`src/rtl/adc_smp_pkg.sv`:
```
package adc_smp_pkg;

  localparam int SEL_W    = 3;
  localparam int MAX_DIV  = 48;
  localparam int DIV_CW   = $clog2(MAX_DIV);

  typedef enum logic [1:0] {
    ST_IDLE   = 2'd0,
    ST_TIMED  = 2'd1,
    ST_MANUAL = 2'd2
  } win_state_e;

  function automatic int div_ratio(input logic [SEL_W-1:0] sel);
    case (sel)
      3'd0:    return 1;
      3'd1:    return 2;
      3'd2:    return 4;
      3'd3:    return 8;
      3'd4:    return 16;
      3'd5:    return 24;
      3'd6:    return 32;
      default: return 48;
    endcase
  endfunction

endpackage

```
`src/rtl/adc_div_tick.sv`:
```
module adc_div_tick
  import adc_smp_pkg::*;
(
  input  logic             clk,
  input  logic             rst,
  input  logic [SEL_W-1:0] sel,
  output logic             tick
);

  logic [SEL_W-1:0]  sel_q;
  logic [DIV_CW-1:0] cnt_q;
  logic [DIV_CW-1:0] last_val;

  always_comb last_val = DIV_CW'(div_ratio(sel) - 1);

  always_ff @(posedge clk) begin
    if (rst) begin
      sel_q <= sel;
      cnt_q <= '0;
      tick  <= 1'b0;
    end else begin
      sel_q <= sel;
      if (sel != sel_q) begin
        cnt_q <= '0;
        tick  <= 1'b0;
      end else if (cnt_q == last_val) begin
        cnt_q <= '0;
        tick  <= 1'b1;
      end else begin
        cnt_q <= cnt_q + 1'b1;
        tick  <= 1'b0;
      end
    end
  end

endmodule

```
`src/rtl/adc_cfg_check.sv`:
```
module adc_cfg_check (
  input  logic clk,
  input  logic rst,
  input  logic manual_mode,
  input  logic sw_src,
  input  logic sw_start,
  input  logic hw_event,
  output logic start_timed,
  output logic start_manual,
  output logic cfg_err
);

  logic bad_pair;

  always_comb begin
    bad_pair     = manual_mode & ~sw_src;
    start_manual = manual_mode & sw_src & sw_start;
    start_timed  = ~manual_mode & (sw_src ? sw_start : hw_event);
  end

  always_ff @(posedge clk) begin
    if (rst) cfg_err <= 1'b0;
    else     cfg_err <= bad_pair;
  end

endmodule

```
`src/rtl/adc_win_fsm.sv`:
```
module adc_win_fsm
  import adc_smp_pkg::*;
#(
  parameter int CNT_W = 14
) (
  input  logic             clk,
  input  logic             rst,
  input  logic             tick,
  input  logic [CNT_W-1:0] count,
  input  logic             start_timed,
  input  logic             start_manual,
  input  logic             stop,
  output logic             active,
  output logic             done
);

  win_state_e       st_q;
  logic [CNT_W-1:0] rem_q;
  logic [CNT_W-1:0] load_val;

  always_comb load_val = (count == '0) ? CNT_W'(1) : count;

  always_ff @(posedge clk) begin
    if (rst) begin
      st_q   <= ST_IDLE;
      rem_q  <= '0;
      active <= 1'b0;
      done   <= 1'b0;
    end else begin
      done <= 1'b0;
      case (st_q)
        ST_IDLE: begin
          if (start_manual) begin
            st_q   <= ST_MANUAL;
            active <= 1'b1;
          end else if (start_timed) begin
            st_q   <= ST_TIMED;
            rem_q  <= load_val;
            active <= 1'b1;
          end
        end
        ST_TIMED: begin
          if (tick) begin
            if (rem_q == CNT_W'(1)) begin
              st_q   <= ST_IDLE;
              active <= 1'b0;
              done   <= 1'b1;
            end else begin
              rem_q <= rem_q - 1'b1;
            end
          end
        end
        ST_MANUAL: begin
          if (stop) begin
            st_q   <= ST_IDLE;
            active <= 1'b0;
            done   <= 1'b1;
          end
        end
        default: st_q <= ST_IDLE;
      endcase
    end
  end

endmodule

```
`src/rtl/adc_sample_timer.sv`:
```
module adc_sample_timer
  import adc_smp_pkg::*;
#(
  parameter int CNT_W = 14
) (
  input  logic             clk,
  input  logic             rst,
  input  logic [SEL_W-1:0] div_sel,
  input  logic [CNT_W-1:0] smp_count,
  input  logic             manual_mode,
  input  logic             sw_src,
  input  logic             sw_start,
  input  logic             sw_stop,
  input  logic             hw_event,
  output logic             adc_clk_en,
  output logic             sample_active,
  output logic             sample_done,
  output logic             cfg_err
);

  logic start_timed;
  logic start_manual;

  adc_div_tick u_div (
    .clk  (clk),
    .rst  (rst),
    .sel  (div_sel),
    .tick (adc_clk_en)
  );

  adc_cfg_check u_cfg (
    .clk          (clk),
    .rst          (rst),
    .manual_mode  (manual_mode),
    .sw_src       (sw_src),
    .sw_start     (sw_start),
    .hw_event     (hw_event),
    .start_timed  (start_timed),
    .start_manual (start_manual),
    .cfg_err      (cfg_err)
  );

  adc_win_fsm #(.CNT_W(CNT_W)) u_fsm (
    .clk          (clk),
    .rst          (rst),
    .tick         (adc_clk_en),
    .count        (smp_count),
    .start_timed  (start_timed),
    .start_manual (start_manual),
    .stop         (sw_stop),
    .active       (sample_active),
    .done         (sample_done)
  );

endmodule

```
`config.mk`:
```
export PLATFORM = sky130hd
export DESIGN_NAME = adc_sample_timer
export DESIGN_NICKNAME = d
export VERILOG_FILES = /design/src/rtl/adc_smp_pkg.sv /design/src/rtl/adc_div_tick.sv /design/src/rtl/adc_cfg_check.sv /design/src/rtl/adc_win_fsm.sv /design/src/rtl/adc_sample_timer.sv
export SDC_FILE = /design/constraint.sdc
export NUM_CORES = 1
export LEC_CHECK = 0
export CAP_MARGIN = 10
export CORE_ASPECT_RATIO = 1.1
export CORE_MARGIN = 5
export CORE_UTILIZATION = 30
export CTS_BUF_LIST = sky130_fd_sc_hd__clkbuf_4 sky130_fd_sc_hd__clkbuf_8 sky130_fd_sc_hd__clkbuf_16
export CTS_CLUSTER_SIZE = 8
export DETAILED_ROUTE_END_ITERATION = 12
export PLACE_DENSITY_LB_ADDON = 0.12
export SYNTH_ARGS = -nofsm -noshare
export SYNTH_HDL_FRONTEND = slang
export SYNTH_SLANG_ARGS = --single-unit
```
`constraint.sdc`:
```
create_clock -name clk -period 3.05 [get_ports clk]
set_input_delay 0.61 -clock clk [delete_from_list [all_inputs] [get_ports clk]]
set_output_delay 0.61 -clock clk [all_outputs]
set_load 0.01 [all_outputs]
```
Word-level counts from Yosys, hierarchy flattened
Index checks and enable logic that the tools add are counted.
Widths: inputs -> output; s select.
{ "op_classes": {"addsub": 3, "eq_ne": 18, "mux": 25, "n_bitwise": 6, "reduce_logical": 10} }
{ "ops": {"columns": ["cell", "count"], "rows": [
  ["$mux 14", 5],
  ["$pmux 6 s7", 1],
  ["$pmux 14 s2", 1],
  ["$eq 14x1->1 const B", 1],
  ["$logic_not 14->1", 1],
  ["$sub 14x1->14 const B", 1],
  ["$mux 1", 10],
  ["$mux 2", 5],
  ["$ne 2x2->1 const B", 5],
  ["$reduce_and 5->1", 2],
  ["$eq 3x3->1 const B", 3],
  ["$add 6x1->6 const B", 1],
  ["$eq 3x2->1 const B", 2],
  ["$eq 6x6->1", 1],
  ["$pmux 2 s3", 1],
  ["$sub 6x1->6 const B", 1],
  ["$and 1x1->1", 4],
  ["$reduce_and 4->1", 1],
  ["$eq 3x1->1 const B", 1],
  ["$logic_not 3->1", 1],
  ["$ne 3x3->1", 1],
  ["$ne 3x3->1 const B", 1],
  ["$pmux 1 s3", 1],
  ["$reduce_bool 3->1", 1],
  ["other kinds (9)", 10]
]} }
{ "word_totals": {"ff_bits": 29, "inputBits": 24, "output_inout_bits": 4, "word_cells": 70} }

Logic depth before layout (Yosys ltp)
Gate-level depths: netlist (run 1).
{ "depth": {"ltp_word": 5, "mapped_depth": 10, "depth_no_buf": 7} }

Modules after synthesis
Synthesis (run 1) repeated with hierarchy kept, for this count alone.
{ "hier_totals": {"hier_cells": 229, "area_unflattened_um2": 1948.1} }
{ "by_module_without_submodules": {"columns": ["module", "instances", "cells_per_inst", "area_per_inst_um2", "seq_area_each_um2"], "rows": [
  ["adc_win_fsm", 1, 159, 1305.0, 360.3],
  ["adc_div_tick", 1, 65, 594.3, 200.2],
  ["adc_cfg_check", 1, 5, 48.8, 20.0]
]} }

Least setup slack after synthesis (run 1)
No wires, ideal clock.
{ "synth_timing": {"kind": "input-to-reg", "startpoint": "input port div_sel[1]", "endpoint": "register u_div.cnt_q[0]", "setup_ns": 0.156, "arrival_ns": 2.544, "required_time_ns": 2.894, "slack_ns": 0.351, "path_stages": 9, "cell_sequence": "buf_4 or2b_1 nand2b_1 ha_1 buf_2 and2b_2 o31a_1 a211oi_1 o32ai_1"} }
{ "synth_via": {"elab_chain_cells": 5} }
{ "synth_rtl": {"columns": ["item", "line", "source"], "rows": [
  ["start: declaration", "adc_sample_timer.sv:8", "input logic [SEL_W-1:0] div_sel,"],
  ["$eq 3x3->1, or another cell as far along", "adc_smp_pkg.sv:14", "case (sel)"],
  ["$pmux 6 s7", "adc_smp_pkg.sv:14", null],
  ["$sub 6x1->6", "adc_div_tick.sv:14", "always_comb last_val = DIV_CW'(div_ratio(sel) - 1);"],
  ["$eq 6x6->1", "adc_div_tick.sv:26", "end else if (cnt_q == last_val) begin"],
  ["$reduce_or 3->1 (no source line) (*)", null, null],
  ["end signal: assignment", "adc_div_tick.sv:30", "cnt_q <= cnt_q + 1'b1;"],
  ["end: declaration", "adc_div_tick.sv:11", "logic [DIV_CW-1:0] cnt_q;"]
]} }
Mark *: on every way between the ends. The rest lies on a longest branch, timed or not.
A chain may end at the register's enable or synchronous reset.

Worst setup path after layout (run 1)
{ "layout_timing": {"startpoint": "input port div_sel[0]", "endpoint": "register u_div.cnt_q[2]"} }
The elaborated chain is that of the path after synthesis.

==> results of run 1 <==
[critical path: stages]
cell and delay [ns]:
clkdlybuf4s50_1 0.52, or2b_1 0.25, nand2b_1 0.15, ha_1 0.22, xnor2_1 0.21, or3b_4 0.42
a221oi_4 0.40, o22ai_1 0.16
[state kept, by name, indices dropped and copies added, names as in the netlist]
| name | flops |
|---|---|
| u_cfg.cfg_err | 1 |
| u_div.cnt_q | 6 |
| u_div.sel_q | 3 |
| u_div.tick | 1 |
| u_fsm.active | 1 |
| u_fsm.done | 1 |
| u_fsm.rem_q | 14 |
| u_fsm.st_q | 2 |
[where the power goes]
| group | internal (mW) | leakage (nW) | switching [mW] |
|---|---|---|---|
| clock network | 0.167 | 0.0484 | 0.148 |
| registers | 0.438 | 0.237 | 0.0616 |
| logic | 0.291 | 0.639 | 0.407 |
[per-stage QoR]
stage	std cells	setup TNS, ns
finish	355	0
global route	355	0
CTS	355	0
detailed placement	347	-0.0106
global placement	347	0
floorplan	243	0
[layout make-up]
type / count / area (um2)
inverter: 11 / 41.3
clock inverter: 2 / 10.0
fill: 687 / 4090
tap: 82 / 103
multi-input combinational: 185 / 1330
timing repair buffer: 40 / 368
sequential: 29 / 581
clock buffer: 6 / 76.3
[metal layers]
layer,up-vias,part of all wire
met4,0,0.013
met3,7,0.050
met1,914,0.45
met5,-,0
met2,47,0.49
li1,997,-
[cells by family after synthesis]
| kind of cell | count (synthesis) | share of synthesized area |
|---|---|---|
| buf+inv | 29 | 0.0644 |
| fa+ha+maj | 8 | 0.0491 |
| compound gates | 76 | 0.279 |
| simple gates | 87 | 0.259 |
| flops | 29 | 0.284 |
| xor+xnor | 9 | 0.0386 |
| mux | 5 | 0.0258 |
[path summary, 6_finish.rpt]
path	to	slack, ns	cells past startpoint
max	u_div.cnt_q[2]	0.26	8
min	u_fsm.rem_q[6]	0.49	2
max reg2reg	u_fsm.rem_q[13]	0.69	6
min reg2reg	u_fsm.rem_q[6]	0.49	2
[cell usage in the layout, fill, tap and decap left out, types with 7 or more instances in the layout]
cell type,n
ha_1,8
nor3_1,9
buf_4,13
nand2_1,14
o31ai_1,9
nor2_1,10
nand3_1,11
a21oi_1,13
clkdlybuf4s50_1,27
o21ai_0,7
dfxtp_1,29
o311ai_0,9
inv_1,10
==> flow_summary_export.csv, run 1 <==
group,metric,value,unit
routing,wl,5590,um
placement,dp_slack,-0.0106,ns
timing,rsz0062_at_grt,"no",
critical_path,worstPathArrival,2.94,ns
placement,dp_hpwl,4140,um
clocking,cts_sinks,29,
synth,synth_top_area_frac,0.284,
clocking,clk_path_buf_depth,2,
synth,yosys_warnings,0,
synth,post-synth-top-area-cell,"dfxtp_1",
grt,grt_usage,0.136,
run_status,run_status,"completed",
floorplanning,die-height,96.5,um
grt,antenna_found_initial,0,
clocking,holdBufCountCts,0,
grt,busiest_layer,"met2",
floorplanning,fp.coreArea,0.00659,mm2
synth,synth-seq-cells,29,
synth,async_reset_ff_frac,0,
synth,yosysMostFrequentCell,"dfxtp_1",
critical_path,regToRegStartpoint,"u_fsm.st_q[1]",
synth,syn_inst,243,
routing,vias,1965,
finish,final_core_util,0.380,
hold_path,hp-class,"flip-flop to flip-flop",
grt,first_global_vias,1896,
critical_path,setup.worst_path.start_class,"input pin",
synth,synth_area,0.00204,mm2
routing,drc,0,
power,vdd_drop_max,0.224,mV
critical_path,crit_fanout,7,
critical_path,path_class,"input pin to flip-flop",
routing,drtIter0Drc,85,
power,p_total,1.51,mW
run,max_cap_viol_count,0,
finish,final_net_count,304,
grt,grt.met1_usage,0.173,
timing,whs,0.492,ns
routing,vias_per_cell,5.54,
placement,port_buffers,27,
clocking,cts_buffers,5,
placement,place.gp.congestion,0.778,
timing,max-slew-margin-rel,0.430,
clocking,root_buffer,"clkbuf_8",
clocking,cts_resized,0,
finish,antenna_cells,0,
critical_path,worstPathRequired,3.20,ns
power,cellLeakagePower,0.924,nW
synth,synth_common_cells,"29 x dfxtp_1, 14 x nand2_1, 13 x a21oi_1",
grt,grt_pass1_wl,9070,um
timing,setup_ws,0.261,ns
critical_path,crit_path_start,"div_sel[0]",
routing,avgRoutedWirePerCell,15.7,um
timing,skew,0.00749,ns
timing,worst_slew_pin_slew,0.849,ns
synth,synth_edf_count,0,
floorplanning,die_x,88.6,um
routing,first_pass_iters,4,
floorplanning,io_pins,28,
finish,stdcell_area,0.00251,mm2
grt,grt_max_degree,18,
power,power_density,603,mW/mm2
floorplanning,start_util,0.309,
floorplanning,die-area,0.00855,mm2
timing,fmax,359,MHz
synth,synthTopCellsByArea,"dfxtp_1 28%, ha_1 4.9%, o311ai_0 3.9%",
synth,ys.flop_type,"dfxtp_1",
clocking,h-tree-depth,2,
hold_path,hp-start,"u_fsm.rem_q[6]",
timing,setup_viol,0,
synth,avgSynthCellArea,8.40,um2
placement,place_area,0.00242,mm2
grt,gr-total-overflow,0,
synth,yosysUniqueCellTypes,65,
timing,period_minus_slack,2.79,ns
finish,drive_gt1_frac,0.125,
routing,drtAntennaViolNets,0,
clocking,cts_tree,"yes",
timing,finalCritPeriodShare,0.915,
critical_path,endpoint_kind,"flip-flop",
finish,area_growth,22.9,%
synth,seq_area_frac_synth,0.284,
clocking,cts.reportedPaths.clkPinSlew,0.06,ns
grt,use_met3,0.0322,
grt,grtUsageMet2,0.223,
timing,drv_slew,0,
synth,syn_nets,275,
floorplanning,rows,31,
clocking,clkLatencyLatePin,0.28,ns
clocking,cts_setup_buffers,0,
timing,hold_violations,0,
No activity file was read; power rests on OpenSTA's default activity.
==> inputs of run 2 (changes only) <==
CORE_UTILIZATION = 50   (was 30)
==> run 2 against run 1 <==
  * First-iteration DRC count increased by 59%
  * Clock power increased by 4%
  * Hold slack improved by 0.013 ns
  * Global-route usage increased by 6.2 points
==> flow_summary_export.csv, run 2 (synthesized netlist as in run 1, its figures left out) <==
group,metric,value,unit
finish,reg_top3,"u_fsm.rem_q x14, u_div.cnt_q x6, u_div.sel_q x3",
timing,drv_slew,0,
timing,period_minus_slack,2.86,ns
clocking,cts_tree,"yes",
placement,post-place-cells,321,
critical_path,regToRegStartpoint,"u_fsm.st_q[1]",
clocking,cts_setup_buffers,0,
grt,first_global_vias,1912,
grt,antenna_found_initial,0,
grt,grt_pass1_wl,8900,um
timing,setup_viol,0,
run,max_cap_viol_count,0,
finish,largest_reg_flops,14,
routing,vias_per_cell,6.15,
critical_path,rr_endpoint,"u_fsm.rem_q[6]",
clocking,cts_buffers,5,
placement,port_buffers,27,
critical_path,path_cells,"clkdlybuf4s50_1, or2b_1, nand2b_1, ha_1, buf_4, xnor2_1, or3b_4, a221oi_4, o22ai_1",
power,clkPwrFrac,0.214,
clocking,cts.reportedPaths.clkPinSlew,0.06,ns
timing,hold_violations,0,
floorplanning,die-height,77.0,um
critical_path,cpPeakStageDelay,0.52,ns
placement,place.gp.congestion,0.821,
routing,wl,5210,um
timing,max-slew-margin-rel,0.412,
routing,wl_met2,2500,um
critical_path,worstPathArrival,3.00,ns
floorplanning,start_util,0.515,
critical_path,setup.worst_path.start_class,"input pin",
routing,dr_wl_met3,203,um
finish,regMostFlops,"u_fsm.rem_q",
clocking,h-tree-depth,2,
critical_path,endpoint,"u_div.cnt_q[4]",
floorplanning,rows,24,
clocking,root_buffer,"clkbuf_8",
timing,worst_slew_pin_slew,0.880,ns
routing,drtAntennaViolNets,0,
finish,final-instance-count-excl-fill,328,
hold_path,hp-class,"flip-flop to flip-flop",
routing,avgRoutedWirePerCell,15.9,um
grt,grt_max_degree,24,
power,cellLeakagePower,0.943,nW
critical_path,rr_worst_depth,7,
power,vdd_drop_max,0.287,mV
critical_path,crit_path_start,"div_sel[0]",
power,p_int,921,uW
finish,mostFrequentLayoutCell,"dfxtp_1",
run_status,run_status,"completed",
timing,rsz0062_at_grt,"no",
floorplanning,fp.coreArea,0.00396,mm2
finish,antenna_cells,0,
routing,first_pass_iters,4,
finish,final_net_count,308,
placement,dp_hpwl,3750,um
routing,drtIter0Drc,135,
timing,finalCritPeriodShare,0.936,
routing,top_layer_used,"met4",
power,power_density,609,mW/mm2
routing,drc,0,
grt,gr-total-overflow,0,
finish,drive_gt1_frac,0.138,
floorplanning,die_x,70.9,um
critical_path,crit_fanout,7,
power,power.share.combinational,0.459,
critical_path,rrSetupSlack,0.62,ns
power,switchingPower,608,uW
floorplanning,die-area,0.00546,mm2
clocking,clk_path_buf_depth,2,
finish,final_cell_mix,"29 x dfxtp_1, 27 x clkdlybuf4s50_1, 17 x buf_4",
floorplanning,io_pins,28,
timing,skew,0.00840,ns
timing,fmax,350,MHz
routing,vias,2016,
critical_path,worstPathRequired,3.20,ns
clocking,clkLatencyLatePin,0.28,ns
critical_path,critPathSlowestCell,"clkdlybuf4s50_1",
routing,drt-met1-wl,2440,um
power,swShare,0.398,
power,seqPwrFrac,0.327,
finish,area_growth,22.9,%
finish,final_core_util,0.633,
critical_path,path_class,"input pin to flip-flop",
clocking,cts_sinks,29,
grt,grt_usage,0.198,
critical_path,endpoint_kind,"flip-flop",
## run 2: cell count changes in the layout (fill, tap and decap cells not counted), sizes merged
cell,change
buf,+4
clkbuf,+1
clkinv,-2
## run 2: how the worst min path moves through the flow
stage                                from              end  slack, ns  cells past startpoint
after global placement    u_fsm.rem_q[13]  u_fsm.rem_q[13]       0.48                      2
after floorplan           u_fsm.rem_q[13]  u_fsm.rem_q[13]       0.46                      2
after detailed placement  u_fsm.rem_q[13]  u_fsm.rem_q[13]       0.49                      2
after global routing      u_fsm.rem_q[13]  u_fsm.rem_q[13]       0.52                      2
after CTS                 u_fsm.rem_q[13]  u_fsm.rem_q[13]       0.50                      2
final                     u_fsm.rem_q[13]  u_fsm.rem_q[13]       0.51                      2
## run 2: per-stage QoR
| stage | power [mW] | TNS, ns | setup WS [ns] | instance area [um2] | hold slack (ns) |
|---|---|---|---|---|---|
| 2_1_floorplan | 0.982 | 0 | 0.351 | 2040 | 0.462 |
| 3_3_place_gp | 1.18 | -0.304 | -0.0569 | 2410 | 0.480 |
| 3_5_place_dp | 1.19 | -0.534 | -0.109 | 2410 | 0.493 |
| 4_1_cts | 1.52 | 0 | 0.168 | 2500 | 0.504 |
| 5_1_grt | 1.63 | 0 | 0.0555 | 2510 | 0.521 |
| 6_report | 1.53 | 0 | 0.195 | 2510 | 0.506 |
## run 2: layer usage
layer  vias to the layer above  track usage
met1                       958        0.264
met2                        40        0.313
met4                         0       0.0602
met3                         7       0.0497
met5                         -            0
li1                       1011            -
## run 2: critical path: cells and delay by family
| family | cells | cell delay, ns |
|---|---|---|
| AND/OR/NAND/NOR | 3 | 0.82 |
| buffers and inverters | 2 | 0.66 |
| AO/OA/AOI/OAI | 2 | 0.55 |
| adder cells (fa/ha/maj) | 1 | 0.21 |
| XOR/XNOR | 1 | 0.16 |
## run 2: area by class of cell
| cell class | instances | area, um2 |
|---|---|---|
| tap | 52 | 65.1 |
| inverter | 11 | 41.3 |
| sequential | 29 | 581 |
| clock buffer | 7 | 90.1 |
| multi-input combinational | 185 | 1330 |
| fill | 366 | 1460 |
| timing repair buffer | 44 | 398 |
## run 2: power groups by stage
stage,sequential (mW),combinational [mW],clock (mW)
after floorplan,0.488,0.494,0
after global placement,0.503,0.681,0
after detailed placement,0.505,0.686,0
after CTS,0.498,0.689,0.336
after global routing,0.507,0.770,0.353
final,0.499,0.702,0.328
## run 2: repair_timing
action                     CTS  global route
gates resized for setup      0             1
setup endpoints to repair    0             3
hold buffers                 0             0
